<file path="src/rtl/dmac_pkg.sv">
package dmac_pkg;

    localparam int NCH      = 4;
    localparam int BASE_W   = 16;
    localparam int MODE_W   = 8;
    localparam int DECR_BIT = 5;
    localparam logic [7:0] CMD_OK_BITS = 8'h04;

    typedef enum logic {
        PTR_LO = 1'b0,
        PTR_HI = 1'b1
    } ptr_state_t;

    typedef enum logic [3:0] {
        OFF_CMD     = 4'h8,
        OFF_REQ     = 4'h9,
        OFF_SMASK   = 4'hA,
        OFF_MODE    = 4'hB,
        OFF_CLRPTR  = 4'hC,
        OFF_MRESET  = 4'hD,
        OFF_CLRMASK = 4'hE,
        OFF_WRMASK  = 4'hF
    } ctl_off_t;

endpackage

</file>
<file path="src/rtl/dmac_byteptr.sv">
module dmac_byteptr
    import dmac_pkg::*;
(
    input  logic clk,
    input  logic rst_n,
    input  logic step_i,
    input  logic clear_i,
    output logic hi_o
);

    ptr_state_t state_q, state_d;

    // state register
    always_ff @(posedge clk or negedge rst_n) begin
        if (!rst_n) state_q <= PTR_LO;
        else        state_q <= state_d;
    end

    // transitions: clear has priority over toggle
    always_comb begin
        state_d = state_q;
        unique case (state_q)
            PTR_LO: begin
                if (clear_i)     state_d = PTR_LO;
                else if (step_i) state_d = PTR_HI;
            end
            PTR_HI: begin
                if (clear_i)     state_d = PTR_LO;
                else if (step_i) state_d = PTR_LO;
            end
            default: state_d = PTR_LO;
        endcase
    end

    // outputs
    always_comb begin
        hi_o = 1'b0;
        unique case (state_q)
            PTR_LO:  hi_o = 1'b0;
            PTR_HI:  hi_o = 1'b1;
            default: hi_o = 1'b0;
        endcase
    end

endmodule

</file>
<file path="src/rtl/dmac_chan.sv">
module dmac_chan
    import dmac_pkg::*;
#(
    parameter  int WSHIFT = 0,
    localparam int CW     = BASE_W + WSHIFT
) (
    input  logic              clk,
    input  logic              rst_n,
    input  logic              wr_i,
    input  logic              cnt_sel_i,
    input  logic              hi_i,
    input  logic [7:0]        wdata_i,
    input  logic              eng_wr_i,
    input  logic [CW-1:0]     eng_addr_i,
    input  logic [CW-1:0]     eng_cnt_i,
    input  logic              decr_i,
    output logic [BASE_W-1:0] addr_rb_o,
    output logic [BASE_W-1:0] cnt_rb_o,
    output logic              init_o
);

    logic [BASE_W-1:0] base_addr_q, base_addr_d;
    logic [BASE_W-1:0] base_cnt_q,  base_cnt_d;
    logic [CW-1:0]     cur_addr_q;
    logic [CW-1:0]     xfer_q;
    logic              load;
    logic [CW-1:0]     pos_addr;
    logic [CW-1:0]     cnt_left;

    // byte-wise base register update
    always_comb begin
        base_addr_d = base_addr_q;
        base_cnt_d  = base_cnt_q;
        if (wr_i) begin
            if (cnt_sel_i) begin
                if (hi_i) base_cnt_d = {wdata_i, base_cnt_q[7:0]};
                else      base_cnt_d = {base_cnt_q[BASE_W-1:8], wdata_i};
            end else begin
                if (hi_i) base_addr_d = {wdata_i, base_addr_q[7:0]};
                else      base_addr_d = {base_addr_q[BASE_W-1:8], wdata_i};
            end
        end
    end

    assign load = wr_i & hi_i;

    always_ff @(posedge clk or negedge rst_n) begin
        if (!rst_n) begin
            base_addr_q <= '0;
            base_cnt_q  <= '0;
            cur_addr_q  <= '0;
            xfer_q      <= '0;
            init_o      <= 1'b0;
        end else begin
            base_addr_q <= base_addr_d;
            base_cnt_q  <= base_cnt_d;
            init_o      <= load;
            if (load) begin                 // host reinit wins
                cur_addr_q <= CW'(base_addr_d) << WSHIFT;
                xfer_q     <= '0;
            end else if (eng_wr_i) begin
                cur_addr_q <= eng_addr_i;
                xfer_q     <= eng_cnt_i;
            end
        end
    end

    // live readback values
    always_comb begin
        pos_addr  = decr_i ? (cur_addr_q - xfer_q) : (cur_addr_q + xfer_q);
        cnt_left  = (CW'(base_cnt_q) << WSHIFT) - xfer_q;
        addr_rb_o = BASE_W'(pos_addr >> WSHIFT);
        cnt_rb_o  = BASE_W'(cnt_left >> WSHIFT);
    end

endmodule

</file>
<file path="src/rtl/dmac_ctrl.sv">
module dmac_ctrl
    import dmac_pkg::*;
(
    input  logic                  clk,
    input  logic                  rst_n,
    input  logic                  wr_i,
    input  logic                  rd_i,
    input  logic [3:0]            off_i,
    input  logic [7:0]            wdata_i,
    input  logic [NCH-1:0]        tc_set_i,
    input  logic [NCH-1:0]        req_set_i,
    input  logic [NCH-1:0]        req_clr_i,
    output logic [7:0]            cmd_o,
    output logic [NCH-1:0]        mask_o,
    output logic [2*NCH-1:0]      status_o,
    output logic [NCH*MODE_W-1:0] mode_o,
    output logic [7:0]            rdata_o
);

    logic [7:0]                 cmd_d;
    logic [NCH-1:0]             mask_d;
    logic [2*NCH-1:0]           status_d;
    logic [NCH-1:0][MODE_W-1:0] mode_q, mode_d;
    logic [1:0]                 sel_ch;

    assign sel_ch = wdata_i[1:0];

    always_comb begin
        cmd_d    = cmd_o;
        mask_d   = mask_o;
        status_d = status_o;
        mode_d   = mode_q;
        if (wr_i) begin
            case (off_i)
                OFF_CMD: begin
                    if ((wdata_i == 8'h00) || ((wdata_i & ~CMD_OK_BITS) == 8'h00))
                        cmd_d = wdata_i;
                end
                OFF_REQ: begin
                    status_d[NCH + 32'(sel_ch)] = wdata_i[2];
                    status_d[sel_ch]            = 1'b0;
                end
                OFF_SMASK:   mask_d[sel_ch] = wdata_i[2];
                OFF_MODE:    mode_d[sel_ch] = wdata_i;
                OFF_MRESET: begin
                    cmd_d    = '0;
                    mask_d   = '1;
                    status_d = '0;
                end
                OFF_CLRMASK: mask_d = '0;
                OFF_WRMASK:  mask_d = wdata_i[NCH-1:0];
                default: ;
            endcase
        end
        if (rd_i && (off_i == OFF_CMD))
            status_d[NCH-1:0] = '0;
        status_d[2*NCH-1:NCH] = (status_d[2*NCH-1:NCH] | req_set_i) & ~req_clr_i;
        status_d[NCH-1:0]     = status_d[NCH-1:0] | tc_set_i;
    end

    always_ff @(posedge clk or negedge rst_n) begin
        if (!rst_n) begin
            cmd_o    <= '0;
            mask_o   <= '1;
            status_o <= '0;
            mode_q   <= '0;
        end else begin
            cmd_o    <= cmd_d;
            mask_o   <= mask_d;
            status_o <= status_d;
            mode_q   <= mode_d;
        end
    end

    assign mode_o = mode_q;

    always_comb begin
        case (off_i)
            OFF_CMD:    rdata_o = status_o;
            OFF_WRMASK: rdata_o = {{(8-NCH){1'b0}}, mask_o};
            default:    rdata_o = 8'h00;
        endcase
    end

endmodule

</file>
<file path="src/rtl/dmac_regfile.sv">
module dmac_regfile
    import dmac_pkg::*;
#(
    parameter  int WSHIFT = 0,
    localparam int ADDR_W = 4 + WSHIFT,
    localparam int CW     = BASE_W + WSHIFT
) (
    input  logic                  clk,
    input  logic                  rst_n,
    input  logic [ADDR_W-1:0]     host_addr,
    input  logic [7:0]            host_wdata,
    input  logic                  host_wr,
    input  logic                  host_rd,
    output logic [7:0]            host_rdata,
    input  logic [NCH-1:0]        eng_wr,
    input  logic [CW-1:0]         eng_addr,
    input  logic [CW-1:0]         eng_cnt,
    input  logic [NCH-1:0]        tc_set,
    input  logic [NCH-1:0]        req_set,
    input  logic [NCH-1:0]        req_clr,
    output logic [NCH-1:0]        chan_init_o,
    output logic [7:0]            cmd_o,
    output logic [NCH-1:0]        mask_o,
    output logic [2*NCH-1:0]      status_o,
    output logic [NCH*MODE_W-1:0] mode_o
);

    logic [3:0]        off;
    logic              is_chan;
    logic [1:0]        ch;
    logic              cnt_sel;
    logic              wr_act, rd_act;
    logic              ptr_step, ptr_clr, ptr_hi;
    logic [7:0]        ctl_rdata;
    logic [BASE_W-1:0] addr_rb [NCH];
    logic [BASE_W-1:0] cnt_rb  [NCH];
    logic [BASE_W-1:0] chan_val;
    logic [7:0]        chan_byte;

    // port decode
    assign off     = 4'(host_addr >> WSHIFT);
    assign is_chan = ~off[3];
    assign ch      = off[2:1];
    assign cnt_sel = off[0];
    assign wr_act  = host_wr;
    assign rd_act  = host_rd & ~host_wr;

    assign ptr_step = (wr_act | rd_act) & is_chan;
    assign ptr_clr  = wr_act & ~is_chan & ((off == OFF_CLRPTR) || (off == OFF_MRESET));

    dmac_byteptr u_ptr (
        .clk     (clk),
        .rst_n   (rst_n),
        .step_i  (ptr_step),
        .clear_i (ptr_clr),
        .hi_o    (ptr_hi)
    );

    dmac_ctrl u_ctrl (
        .clk       (clk),
        .rst_n     (rst_n),
        .wr_i      (wr_act & ~is_chan),
        .rd_i      (rd_act & ~is_chan),
        .off_i     (off),
        .wdata_i   (host_wdata),
        .tc_set_i  (tc_set),
        .req_set_i (req_set),
        .req_clr_i (req_clr),
        .cmd_o     (cmd_o),
        .mask_o    (mask_o),
        .status_o  (status_o),
        .mode_o    (mode_o),
        .rdata_o   (ctl_rdata)
    );

    for (genvar i = 0; i < NCH; i++) begin : g_chan
        dmac_chan #(.WSHIFT(WSHIFT)) u_chan (
            .clk        (clk),
            .rst_n      (rst_n),
            .wr_i       (wr_act & is_chan & (ch == 2'(i))),
            .cnt_sel_i  (cnt_sel),
            .hi_i       (ptr_hi),
            .wdata_i    (host_wdata),
            .eng_wr_i   (eng_wr[i]),
            .eng_addr_i (eng_addr),
            .eng_cnt_i  (eng_cnt),
            .decr_i     (mode_o[i*MODE_W + DECR_BIT]),
            .addr_rb_o  (addr_rb[i]),
            .cnt_rb_o   (cnt_rb[i]),
            .init_o     (chan_init_o[i])
        );
    end

    always_comb begin
        chan_val   = cnt_sel ? cnt_rb[ch] : addr_rb[ch];
        chan_byte  = ptr_hi ? chan_val[15:8] : chan_val[7:0];
        host_rdata = !rd_act ? 8'h00 : (is_chan ? chan_byte : ctl_rdata);
    end

endmodule

</file>
<file path="config.mk">
export PLATFORM = sky130hd
export DESIGN_NAME = dmac_regfile
export DESIGN_NICKNAME = d
export VERILOG_FILES = /design/src/rtl/dmac_pkg.sv /design/src/rtl/dmac_byteptr.sv /design/src/rtl/dmac_chan.sv /design/src/rtl/dmac_ctrl.sv /design/src/rtl/dmac_regfile.sv
export SDC_FILE = /design/constraint.sdc
export NUM_CORES = 1
export LEC_CHECK = 0
export BUFFER_PORTS_ARGS = -buffer_cell sky130_fd_sc_hd__buf_4
export CORE_MARGIN = 10
export CORE_UTILIZATION = 55
export CTS_CLUSTER_DIAMETER = 100
export DETAILED_ROUTE_END_ITERATION = 16
export GPL_TIMING_DRIVEN = 1
export HOLD_SLACK_MARGIN = 0.15
export PLACE_DENSITY = 0.72
export SYNTH_ARGS = -nofsm -noshare
export SYNTH_HDL_FRONTEND = slang
export SYNTH_SLANG_ARGS = --single-unit
</file>
<file path="constraint.sdc">
create_clock -name clk -period 3.55 [get_ports clk]
set_input_delay 0.355 -clock clk [delete_from_list [all_inputs] [get_ports clk]]
set_output_delay 0.355 -clock clk [all_outputs]
set_load 0.02 [all_outputs]
</file>
==> results of run 1 <==
routing by layer:
| metal | wire length [um] | share of wire |
|---|---|---|
| met1 | 30990 | 0.40 |
| met2 | 35390 | 0.46 |
| met3 | 6921 | 0.089 |
| met4 | 4422 | 0.057 |
| met5 | 12 | 0.00015 |
tightest hold or removal path, cell delays in order:
cell and delay (ps):
buf_4 130, mux2i_1 70, o21ai_0 130
per-stage QoR:
stage	TNS [ps]	instances	area, um2	setup WS (ps)
2_1_floorplan	-303.4	2092	20550	-103.4
3_3_place_gp	-4080	2960	24520	-667.9
3_5_place_dp	-4213	2960	24520	-737.6
4_1_cts	-7376	3066	26700	-1123
5_1_grt	-8907	3075	27060	-1256
6_report	-7932	3075	27060	-1100
placed cells by master, fill, tap and decap left out, types with 14 or more instances in the layout:
cell	instances
nor2b_1	31
a21oi_2	19
o211ai_1	14
xor2_1	38
a31oi_1	22
nor4_1	15
dlygate4sd3_1	30
inv_1	85
o21ai_0	133
nand3_1	21
mux2i_1	134
a21oi_1	75
buf_4	492
dfrtp_1	306
nor3_1	46
nand2_1	164
nor2_1	151
xnor2_1	100
nand2b_1	27
mux2_2	140
buf_6	18
ha_1	109
a21o_1	25
clkbuf_16	35
power groups by stage:
stage | sequential (uW) | clock (uW) | combinational, uW
6_report | 4640 | 3740 | 7870
4_1_cts | 4620 | 3790 | 7480
3_3_place_gp | 4650 | 0 | 6860
5_1_grt | 4700 | 3930 | 8400
3_5_place_dp | 4670 | 0 | 7000
2_1_floorplan | 4620 | 0 | 4060
final cells by class:
| class | instances | share of cell area |
|---|---|---|
| timing repair buffer | 544 | 0.1579 |
| multi-input combinational | 1592 | 0.4743 |
| clock buffer | 49 | 0.03690 |
| clock inverter | 14 | 0.006197 |
| tap | 468 | 0.02164 |
| inverter | 95 | 0.01327 |
| sequential | 313 | 0.2898 |
worst max-delay path by stage:
stage / startpoint / endpoint / slack (ps)
floorplan: g_chan[3].u_chan.xfer_q[1]$_DFFE_PN0P_ / host_rdata[7] / -100
finish: g_chan[2].u_chan.xfer_q[3]$_DFFE_PN0P_ / host_rdata[6] / -1100
global route: g_chan[2].u_chan.xfer_q[3]$_DFFE_PN0P_ / host_rdata[7] / -1260
detailed placement: g_chan[2].u_chan.xfer_q[0]$_DFFE_PN0P_ / host_rdata[7] / -740
global placement: g_chan[3].u_chan.xfer_q[0]$_DFFE_PN0P_ / host_rdata[4] / -670
CTS: g_chan[2].u_chan.xfer_q[3]$_DFFE_PN0P_ / host_rdata[7] / -1120
registers in the layout, summed over array words and instances (netlist names):
signal                     cells
g_chan.u_chan.base_cnt_q      64
u_ctrl.mode_o                 32
u_ptr.state_q                  1
g_chan.u_chan.xfer_q          64
g_chan.u_chan.cur_addr_q      64
u_ctrl.mask_o                  4
u_ctrl.status_o                8
g_chan.u_chan.init_o           4
u_ctrl.cmd_o                   8
g_chan.u_chan.base_addr_q     64
what timing repair did:
item | in CTS | in global routing
endpoints found under the hold margin | 137 | 0
resized for setup | 133 | 65
setup buffers | 19 | 9
endpoints found under the setup margin | 8 | 8
pin swaps | 84 | 54
hold buffers | 30 | 0
cells by family after synthesis:
logic type | count (synthesis)
buf+inv | 187
compound gates | 462
fa+ha+maj | 132
flops | 313
xor+xnor | 150
simple gates | 562
mux | 286
==> results.sh, run 1 <==
export IMPL_hold_viol=0
export IMPL_hold_start="eng_addr[1]"
export IMPL_cp_cell_sequence="buf_4, buf_4, buf_4, inv_4, a31oi_4, xnor2_1, ha_1, a21oi_2, buf_4, nand2b_4, buf_4, nand2_1, nor2_1, o311ai_2, buf_4, nor4_1, nor3_1, xor2_1, nor2_2, o31ai_4, buf_6"
export IMPL_wire_per_inst_um=25.28
export IMPL_drv_slew=0
export IMPL_cp_end_kind="output pin"
export IMPL_drtIter0Drc=1867
export IMPL_critPathKind="reg -> out"
export IMPL_cp_num_cells=21
export IMPL_clk_latency_ps=590
export IMPL_max_stage_delay_ps=380
export IMPL_tritoncts="done"
export IMPL_async_flop_share=1.000
export IMPL_ant_nets=0
export IMPL_firstDrtPassIters=6
export IMPL_fin_nets=2777
export IMPL_irDropWorstVdd_uv=506.6
export IMPL_cts_sinks=313
export IMPL_vias=18900
export IMPL_synthFlopType="dfrtp_1"
export IMPL_crit_required_ps=3190
export IMPL_dieArea_um2=45180
export IMPL_overflow=0
export IMPL_drive_gt1_frac=0.3517
export IMPL_synth_common_cells="309 x dfrtp_1, 167 x nand2_1, 165 x nor2_1"
export IMPL_path_common_cell="buf_4"
export IMPL_use_met2=0.5343
export IMPL_die_w_um=212.6
export IMPL_final_util=0.7390
export IMPL_pwr_share_seq=0.286
export IMPL_ys_seq_elements=313
export IMPL_initial_core_util=0.5570
export IMPL_hold_path_class="in -> reg"
export IMPL_r2r_cells=6
export IMPL_cp_start_kind="flop"
export IMPL_synth_compound_area_share=0.1468
export IMPL_rrSetupSlack_ps=880
export IMPL_total_power_uw=16250
export IMPL_vias_per_cell=6.148
export IMPL_p_sw_frac=0.3802
export IMPL_min_period_ps=4650
export IMPL_powerDensity_nw_per_um2=600.7
export IMPL_syn_nets=2288
export IMPL_synth_cell_type_count=83
export IMPL_boundaryPins=128
export IMPL_place_gp_congestion=0.9895
export IMPL_netSwitchingPower_uw=6179
export IMPL_synthAdderAreaFrac=0.08393
export IMPL_synth_edf_count=0
export IMPL_r2r_end="g_chan[0].u_chan.cur_addr_q[8]$_DFFE_PN0P_"
export IMPL_htreeDepth=2
export IMPL_grt_pass1_wl_um=115700
export IMPL_grt_usage=0.3419
export IMPL_synthSimpleGateAreaFrac=0.1287
export IMPL_clock_path_buffers=3
export IMPL_multi_input_area_um2=12830
export IMPL_drc=0
export IMPL_worst_slack_ps=-1100
export IMPL_crit_family="buffers and inverters"
export IMPL_yosysMostFrequentCell="dfrtp_1"
export IMPL_max_cap_violations=0
export IMPL_clk_pin_slew_ps=60
export IMPL_grt_busiest_layer="met2"
export IMPL_p_int_uw=10070
export IMPL_min_path_cells=3
export IMPL_synth_area_leaders="dfrtp_1 38%, mux2_2 7.8%, ha_1 7.6%"
export IMPL_antenna_found_initial=3
export IMPL_crit_buf_inv=8
export IMPL_grtUsageMet3=0.07098
export IMPL_core_area_um2=36610
export IMPL_synth_mux_area_frac=0.1558
export IMPL_r2r_start="u_ptr.state_q$_DFF_PN0_"
export IMPL_finalSetupViolCount=8
export IMPL_areaGrowthSynthToFinish_pct=32.67
export IMPL_synthCells=2092
export IMPL_routed_wl_um=77740
export IMPL_period_share=1.310
export IMPL_hold_end="g_chan[1].u_chan.cur_addr_q[1]$_DFFE_PN0P_"
export IMPL_yosysTopAreaCell="dfrtp_1"
export IMPL_cts_buffers=35
export IMPL_dpl_hpwl_um=57310
export IMPL_status="finished with violations"
export IMPL_seq_area_um2=7841
export IMPL_yosysSeqAreaShare=0.3843
export IMPL_synth_xor_area_frac=0.06442
export IMPL_grt_max_degree=100
export IMPL_pwr_share_clk=0.230
export IMPL_syn_area_um2=20390
export IMPL_antenna_cells=0
export IMPL_synth_top_area_share=0.3792
export IMPL_grt_pass1_vias=19220
export IMPL_p_comb_frac=0.484
export IMPL_fmax_ghz=0.2150
export IMPL_crit_arrival_ps=4300
export IMPL_slew_headroom=0.3888
export IMPL_failed_checks="negative setup slack"
export IMPL_die_h_um=212.6
export IMPL_worstMarginPinSlew_ps=916.9
export IMPL_worstPathMaxFanout=3
export IMPL_holdWs_ps=166.6
export IMPL_avgSynthCellArea_um2=9.748
export IMPL_cts_root_buffer="clkbuf_16"
export IMPL_yosys_warnings=0
export IMPL_row_count=70
export IMPL_portBuffers=127
export IMPL_synth_top_family_by_area="multiplexers"
export IMPL_rsz0062_at_grt="true"
export IMPL_use_met1=0.4375
export IMPL_clock_skew_ps=29.73
export IMPL_fillers=2640
export IMPL_p_leak_uw=0.01277
export IMPL_slowest_stage="dfrtp_1"
(Power assumes the default switching activity.)
==> run 2: changes to the inputs <==
--- a/config.mk
+++ b/config.mk
@@ -6,7 +6,7 @@
 export NUM_CORES = 1
 export LEC_CHECK = 0
 export BUFFER_PORTS_ARGS = -buffer_cell sky130_fd_sc_hd__buf_4
-export CORE_MARGIN = 10
+export CORE_MARGIN = 2
 export CORE_UTILIZATION = 55
 export CTS_CLUSTER_DIAMETER = 100
 export DETAILED_ROUTE_END_ITERATION = 16
@@ -15,4 +15,5 @@
 export PLACE_DENSITY = 0.72
 export SYNTH_ARGS = -nofsm -noshare
 export SYNTH_HDL_FRONTEND = slang
+export SYNTH_HIERARCHICAL = 1
 export SYNTH_SLANG_ARGS = --single-unit
==> run 2 against run 1 <==
The run still ends with negative setup slack left. Core utilization down 2.6 points. Fmax down 4.1%. Largest power group unchanged. Sequential cell count unchanged.
==> results.sh, run 2 <==
export IMPL_async_flop_share=1.000
export IMPL_ys_seq_elements=313
export IMPL_wire_per_inst_um=23.51
export IMPL_critPathKind="reg -> out"
export IMPL_synth_top_area_share=0.3587
export IMPL_synth_area_leaders="dfrtp_1 36%, mux2_2 7.4%, ha_1 7.2%"
export IMPL_areaGrowthSynthToFinish_pct=27.85
export IMPL_antenna_found_initial=0
export IMPL_synth_edf_count=0
export IMPL_max_cap_violations=0
export IMPL_die_w_um=202.0
export IMPL_grt_usage=0.3594
export IMPL_drc=0
export IMPL_p_int_uw=11940
export IMPL_hold_viol=0
export IMPL_vias=18950
export IMPL_multi_input_area_um2=13400
export IMPL_hold_end="g_chan[0].u_chan/xfer_q[15]$_DFFE_PN0P_"
export IMPL_cp_end_kind="output pin"
export IMPL_cts_root_buffer="clkbuf_16"
export IMPL_yosys_warnings=6
export IMPL_cts_sinks=313
export IMPL_pwr_share_seq=0.262
export IMPL_crit_required_ps=3190
export IMPL_antenna_cells=0
export IMPL_grt_pass1_wl_um=111200
export IMPL_r2r_start="u_ptr/state_q$_DFF_PN0_"
export IMPL_syn_nets=2311
export IMPL_fillers=2816
export IMPL_p_comb_frac=0.532
export IMPL_routed_wl_um=73710
export IMPL_htreeDepth=2
export IMPL_finalSetupViolCount=8
export IMPL_r2r_end="g_chan[0].u_chan/base_addr_q[9]$_DFF_PN0_"
export IMPL_grt_max_degree=92
export IMPL_drive_gt1_frac=0.3355
export IMPL_pwr_share_clk=0.206
export IMPL_synthFlopType="dfrtp_1"
export IMPL_yosysMostFrequentCell="dfrtp_1"
export IMPL_place_gp_congestion=0.9867
export IMPL_grt_busiest_layer="met2"
export IMPL_placed_cells=3026
export IMPL_powerDensity_nw_per_um2=704.3
export IMPL_vias_per_cell=6.044
export IMPL_drtIter0Drc=1786
export IMPL_avgSynthCellArea_um2=10.19
export IMPL_min_path_cells=3
export IMPL_synth_common_cells="309 x dfrtp_1, 192 x nor2_1, 150 x mux2i_1"
export IMPL_dieArea_um2=40800
export IMPL_hold_path_class="in -> reg"
export IMPL_core_area_um2=38650
export IMPL_portBuffers=127
export IMPL_firstDrtPassIters=6
export IMPL_final_cells=3135
export IMPL_ant_nets=0
export IMPL_worst_slack_ps=-1301
export IMPL_dpl_hpwl_um=53420
export IMPL_boundaryPins=128
export IMPL_row_count=72
export IMPL_grtUsageMet3=0.07756
export IMPL_synth_cell_type_count=107
export IMPL_final_cell_mix="471 x buf_4, 304 x dfrtp_1, 184 x nor2_1, 148 x mux2i_1, 141 x mux2_2"
export IMPL_min_period_ps=4851
export IMPL_grt_pass1_vias=18710
export IMPL_period_share=1.366
export IMPL_clk_latency_ps=560
export IMPL_slew_headroom=0.4799
export IMPL_initial_core_util=0.5578
export IMPL_clock_path_buffers=3
export IMPL_synthCells=2115
export IMPL_fin_setup_tns_ps=-9449
export IMPL_yosysSeqAreaShare=0.3636
export IMPL_overflow=0
export IMPL_irDropWorstVdd_uv=455.7
export IMPL_hold_start="eng_cnt[15]"
export IMPL_p_leak_uw=0.01316
export IMPL_rrSetupSlack_ps=1130
export IMPL_netSwitchingPower_uw=7477
export IMPL_clock_skew_ps=16.11
export IMPL_status="finished with violations"
export IMPL_use_met2=0.5360
export IMPL_crit_arrival_ps=4500
export IMPL_r2r_cells=4
export IMPL_worstMarginPinSlew_ps=780.1
export IMPL_failed_checks="negative setup slack"
export IMPL_die_h_um=202.0
export IMPL_drv_slew=0
export IMPL_tritoncts="done"
export IMPL_worstPathMaxFanout=3
export IMPL_syn_area_um2=21560
export IMPL_seq_area_um2=7844
export IMPL_p_sw_frac=0.3852
export IMPL_yosysTopAreaCell="dfrtp_1"
export IMPL_cts_buffers=37
export IMPL_cp_start_kind="flop"
export IMPL_fin_nets=2787
export IMPL_final_common_cell="buf_4"
export IMPL_rsz0062_at_grt="true"
export IMPL_fmax_ghz=0.2061
export IMPL_use_met1=0.4993
export IMPL_clk_pin_slew_ps=60
run 2: cell count changes in the layout (fill, tap and decap cells not counted), moves of 25 or more:
cell,delta
nand2_1,-70
nor2_1,+33
o21ai_0,-58
nor2b_1,+25
a21oi_1,+35
inv_1,+29
run 2: kinds of logic (layout without fill, tap and decap cells):
logic type	count (synthesis)	after routing	share of synthesized area
adders and majority gates	132	132	0.07940
xor gates and xnor gates	153	153	0.06216
muxes	339	339	0.1861
and+or+nand+nor	541	541	0.1319
buffers and inverters	195	697	0.03807
AOI/OAI and AO/OA	442	442	0.1388
DFF	313	313	0.3636
run 2: final cells by class:
cell class / count / area share
Clock inverter: 16 / 0.008353
Inverter: 122 / 0.01661
Tap cell: 518 / 0.02351
Timing Repair Buffer: 510 / 0.1443
Sequential cell: 313 / 0.2846
Multi-Input combinational cell: 1607 / 0.4860
Clock buffer: 49 / 0.03668
run 2: worst max path at each step:
stage | from | end | slack [ps]
final | g_chan[0].u_chan/xfer_q[2]$_DFFE_PN0P_ | host_rdata[5] | -1300
after global routing | g_chan[0].u_chan/xfer_q[2]$_DFFE_PN0P_ | host_rdata[5] | -1410
after CTS | g_chan[0].u_chan/xfer_q[2]$_DFFE_PN0P_ | host_rdata[5] | -1210
after detailed placement | g_chan[0].u_chan/xfer_q[1]$_DFFE_PN0P_ | host_rdata[5] | -860
after global placement | g_chan[0].u_chan/xfer_q[1]$_DFFE_PN0P_ | host_rdata[5] | -780
after floorplan | g_chan[2].u_chan/xfer_q[1]$_DFFE_PN0P_ | host_rdata[2] | -410
run 2: timing repair:
item / CTS / global route
setup buffers: 7 / 15
pin swaps: 29 / 45
resized for setup: 44 / 61
endpoints found under the hold margin: 111 / 0
hold buffers: 23 / 0
endpoints found under the setup margin: 8 / 8
run 2: per-stage QoR:
step	total power, uW	util	hold WS [ps]	instance area, um2	worst slack, ps
CTS	19070	0.7033	151.1	27180	-1206
finish	19410	0.7132	176.2	27560	-1301
floorplan	10960	-	59.41	21640	-407.2
detailed placement	14810	0.6587	410.2	25460	-864.9
global route	20450	0.7132	158.0	27560	-1406
global placement	14550	0.6587	406.3	25460	-775.7
run 2: worst max-delay path, cell delays in order (launching register included):
cell and delay [ps]:
dfrtp_1 420, nor3_4 290, nor3b_4 260, buf_6 140, a31oi_2 100, xnor2_2 190
ha_4 310, nand2_4 70, nor2_4 140, o221ai_4 170, a31oi_4 220, o21a_1 170
nor2_2 60, xnor2_2 150, mux4_2 510, mux2i_1 160, nor2_1 60, a211o_1 340
buf_6 150
run 2: routing by layer:
| layer | share of wire | wire, um |
|---|---|---|
| met2 | 0.43 | 32040 |
| met3 | 0.087 | 6440 |
| met4 | 0.053 | 3887 |
| met5 | 0 | 0 |
| met1 | 0.43 | 31340 |
run 2: power by group through the flow:
stage          sequential, uW  clock, uW  combinational (uW)
3_3_place_gp             5070          0                9480
5_1_grt                  5180       4190               11100
3_5_place_dp             5110          0                9700
4_1_cts                  5060       4050                9960
2_1_floorplan            4970          0                5990
6_report                 5090       4000               10300
==> run 3: changes to the inputs <==
--- a/config.mk
+++ b/config.mk
@@ -5,14 +5,14 @@
 export SDC_FILE = /design/constraint.sdc
 export NUM_CORES = 1
 export LEC_CHECK = 0
-export BUFFER_PORTS_ARGS = -buffer_cell sky130_fd_sc_hd__buf_4
 export CORE_MARGIN = 2
-export CORE_UTILIZATION = 55
+export CORE_UTILIZATION = 50
 export CTS_CLUSTER_DIAMETER = 100
 export DETAILED_ROUTE_END_ITERATION = 16
+export DONT_BUFFER_PORTS = 1
 export GPL_TIMING_DRIVEN = 1
 export HOLD_SLACK_MARGIN = 0.15
-export PLACE_DENSITY = 0.72
+export PLACE_DENSITY = 0.64
 export SYNTH_ARGS = -nofsm -noshare
 export SYNTH_HDL_FRONTEND = slang
 export SYNTH_HIERARCHICAL = 1
==> run 3 against run 2 <==
The run ends with negative hold slack, negative setup slack left. Setup slack improved by 150 ps. Sequential power increased by 2%. Clock-buffer cell count grew 3. Fmax up 3.2%. Global-route usage shrank 0.51 points. Clock power fell by 2%. Clock skew grew 7.6 ps. Combinational power decreased by 4%. Die area grew 9.8%. Wire length is 6.4% higher. Largest power group unchanged. Largest cell class unchanged. First-iteration DRC count shrank 19%. Core utilization is 7.9 points lower.
==> results.sh, run 3 (same netlist as run 2, synthesis figures left out) <==
export IMPL_portBuffers=0
export IMPL_p_leak_uw=0.01258
export IMPL_drive_gt1_frac=0.2967
export IMPL_final_common_cell="buf_4"
export IMPL_die_w_um=211.6
export IMPL_core_area_um2=42790
export IMPL_hold_path_class="in -> async"
export IMPL_tritoncts="done"
export IMPL_fin_nets=2668
export IMPL_total_power_uw=19080
export IMPL_clk_latency_ps=570
export IMPL_cts_buffers=37
export IMPL_grt_pass1_vias=18380
export IMPL_clock_skew_ps=23.69
export IMPL_cp_cell_sequence="inv_2, ha_4, nor2b_4, and2_4, nor2_4, xnor2_2, ha_1, a2111o_1, a31o_1, buf_4, a311o_1, a21oi_2, xnor2_2, mux4_2, mux2i_1, nor2_1, a211o_2"
export IMPL_critPathKind="reg -> out"
export IMPL_boundaryPins=128
export IMPL_wire_per_inst_um=25.69
export IMPL_crit_family="compound AO/OA/AOI/OAI gates"
export IMPL_vias_per_cell=6.085
export IMPL_failed_checks="negative hold slack, negative setup slack"
export IMPL_ant_nets=0
export IMPL_crit_arrival_ps=4340
export IMPL_final_util=0.6340
export IMPL_clock_path_buffers=3
export IMPL_max_stage_delay_ps=460
export IMPL_initial_core_util=0.5038
export IMPL_clk_pin_slew_ps=60
export IMPL_status="finished with violations"
export IMPL_crit_buf_inv=2
export IMPL_worstPathMaxFanout=2
export IMPL_vias=18570
export IMPL_rsz0062_at_grt="true"
export IMPL_max_cap_violations=0
export IMPL_fmax_ghz=0.2128
export IMPL_final_cell_mix="306 x buf_4, 305 x dfrtp_1, 183 x nor2_1, 147 x mux2i_1, 140 x mux2_2"
export IMPL_irDropWorstVdd_uv=510.2
export IMPL_min_period_ps=4700
export IMPL_routed_wl_um=78410
export IMPL_cp_start_kind="flop"
export IMPL_holdWs_ps=-506.8
export IMPL_grt_max_degree=314
export IMPL_drv_slew=0
export IMPL_finalSetupViolCount=8
export IMPL_fillers=3474
export IMPL_period_share=1.324
export IMPL_place_gp_congestion=0.9612
export IMPL_grt_usage=0.3543
export IMPL_crit_required_ps=3190
export IMPL_drc=0
export IMPL_hold_viol=313
export IMPL_grt_pass1_wl_um=116500
export IMPL_drtIter0Drc=1450
export IMPL_overflow=0
export IMPL_dpl_hpwl_um=53680
export IMPL_die_h_um=211.6
export IMPL_worstMarginPinSlew_ps=901.6
export IMPL_row_count=76
export IMPL_areaGrowthSynthToFinish_pct=25.84
export IMPL_cts_root_buffer="clkbuf_16"
export IMPL_firstDrtPassIters=6
export IMPL_htreeDepth=2
export IMPL_path_common_cell="xnor2_2"
export IMPL_slowest_stage="mux4_2"
export IMPL_antenna_found_initial=9
export IMPL_cts_sinks=313
export IMPL_slew_headroom=0.3963
export IMPL_powerDensity_nw_per_um2=703.4
export IMPL_cp_end_kind="output pin"
export IMPL_worst_slack_ps=-1150
export IMPL_dieArea_um2=44790
==> run 3: cell types whose count changed in the layout (fill, tap and decap cells not counted), moves of 5 or more <==
| cell | previous run | this run |
|---|---|---|
| buf_4 | 471 | 306 |
| a211o_2 | 0 | 5 |
| dlygate4sd3_1 | 23 | 65 |
| a211o_1 | 10 | 4 |
| buf_12 | 3 | 10 |
| buf_6 | 12 | 6 |
| diode_2 | 0 | 5 |
==> run 3: cell type report <==
class / count / area (um2) / share of cell area
multi-input cells: 1607 / 13550 / 0.4995
well taps: 546 / 683.2 / 0.02518
clock inverters: 16 / 183.9 / 0.006779
flip-flops and latches: 313 / 7843 / 0.2891
inverters: 122 / 457.9 / 0.01688
clock buffers: 52 / 1074 / 0.03957
repair buffers: 391 / 3326 / 0.1226
diodes: 5 / 12.51 / 0.0004612
==> run 3: per-stage QoR <==
stage | setup WS (ps) | instance area [um2] | setup TNS [ps] | std cells
3_5_place_dp | -639.8 | 24170 | -4484 | 2882
3_3_place_gp | -607.6 | 24170 | -4040 | 2882
2_1_floorplan | -407.2 | 21640 | -1538 | 2115
4_1_cts | -1228 | 26750 | -8700 | 3039
6_report | -1150 | 27130 | -8551 | 3052
5_1_grt | -1318 | 27120 | -9741 | 3049
==> run 3: repair_timing <==
item / CTS / global route
hold buffers: 77 / 1
pin swaps: 54 / 43
gates cloned: 0 / 0
resized for setup: 66 / 62
endpoints found under the hold margin: 609 / 314
buffers inserted: 13 / 10
setup endpoints to repair: 8 / 8
==> run 3: path summary, 6_finish.rpt <==
check / end / slack, ps / cells past startpoint / start
max: host_rdata[4] / -1150 / 17 / g_chan[2].u_chan/xfer_q[0]$_DFFE_PN0P_
min: g_chan[2].u_chan/base_addr_q[4]$_DFF_PN0_ / -510 / 0 / rst_n
max reg2reg: g_chan[0].u_chan/base_cnt_q[15]$_DFFE_PN0P_ / 980 / 4 / u_ptr/state_q$_DFF_PN0_
min reg2reg: g_chan[1].u_chan/base_addr_q[10]$_DFF_PN0_ / 500 / 1 / g_chan[1].u_chan/base_addr_q[10]$_DFF_PN0_
max in group asynchronous: g_chan[3].u_chan/base_cnt_q[2]$_DFFE_PN0P_ / 3380 / 0 / rst_n
min in group clk: u_ctrl/mask_o[0]$_DFFE_PN1P_ / 170 / 3 / host_addr[2]
==> run 3: layer usage <==
metal	GRT usage	vias up	share of wire
li1	-	8342	-
met1	0.4774	9234	0.42
met2	0.5371	786	0.44
met3	0.08485	202	0.084
met4	0.1705	6	0.052
met5	0	-	0.00052
==> run 3: report_power, final <==
part	internal, uW	total [uW]	switching, uW	leakage, uW
clock	2290	3940	1660	0.000604
combinational	4940	9930	4990	0.00810
sequential	4450	5210	755	0.00388
total	11700	19100	7400	0.0126
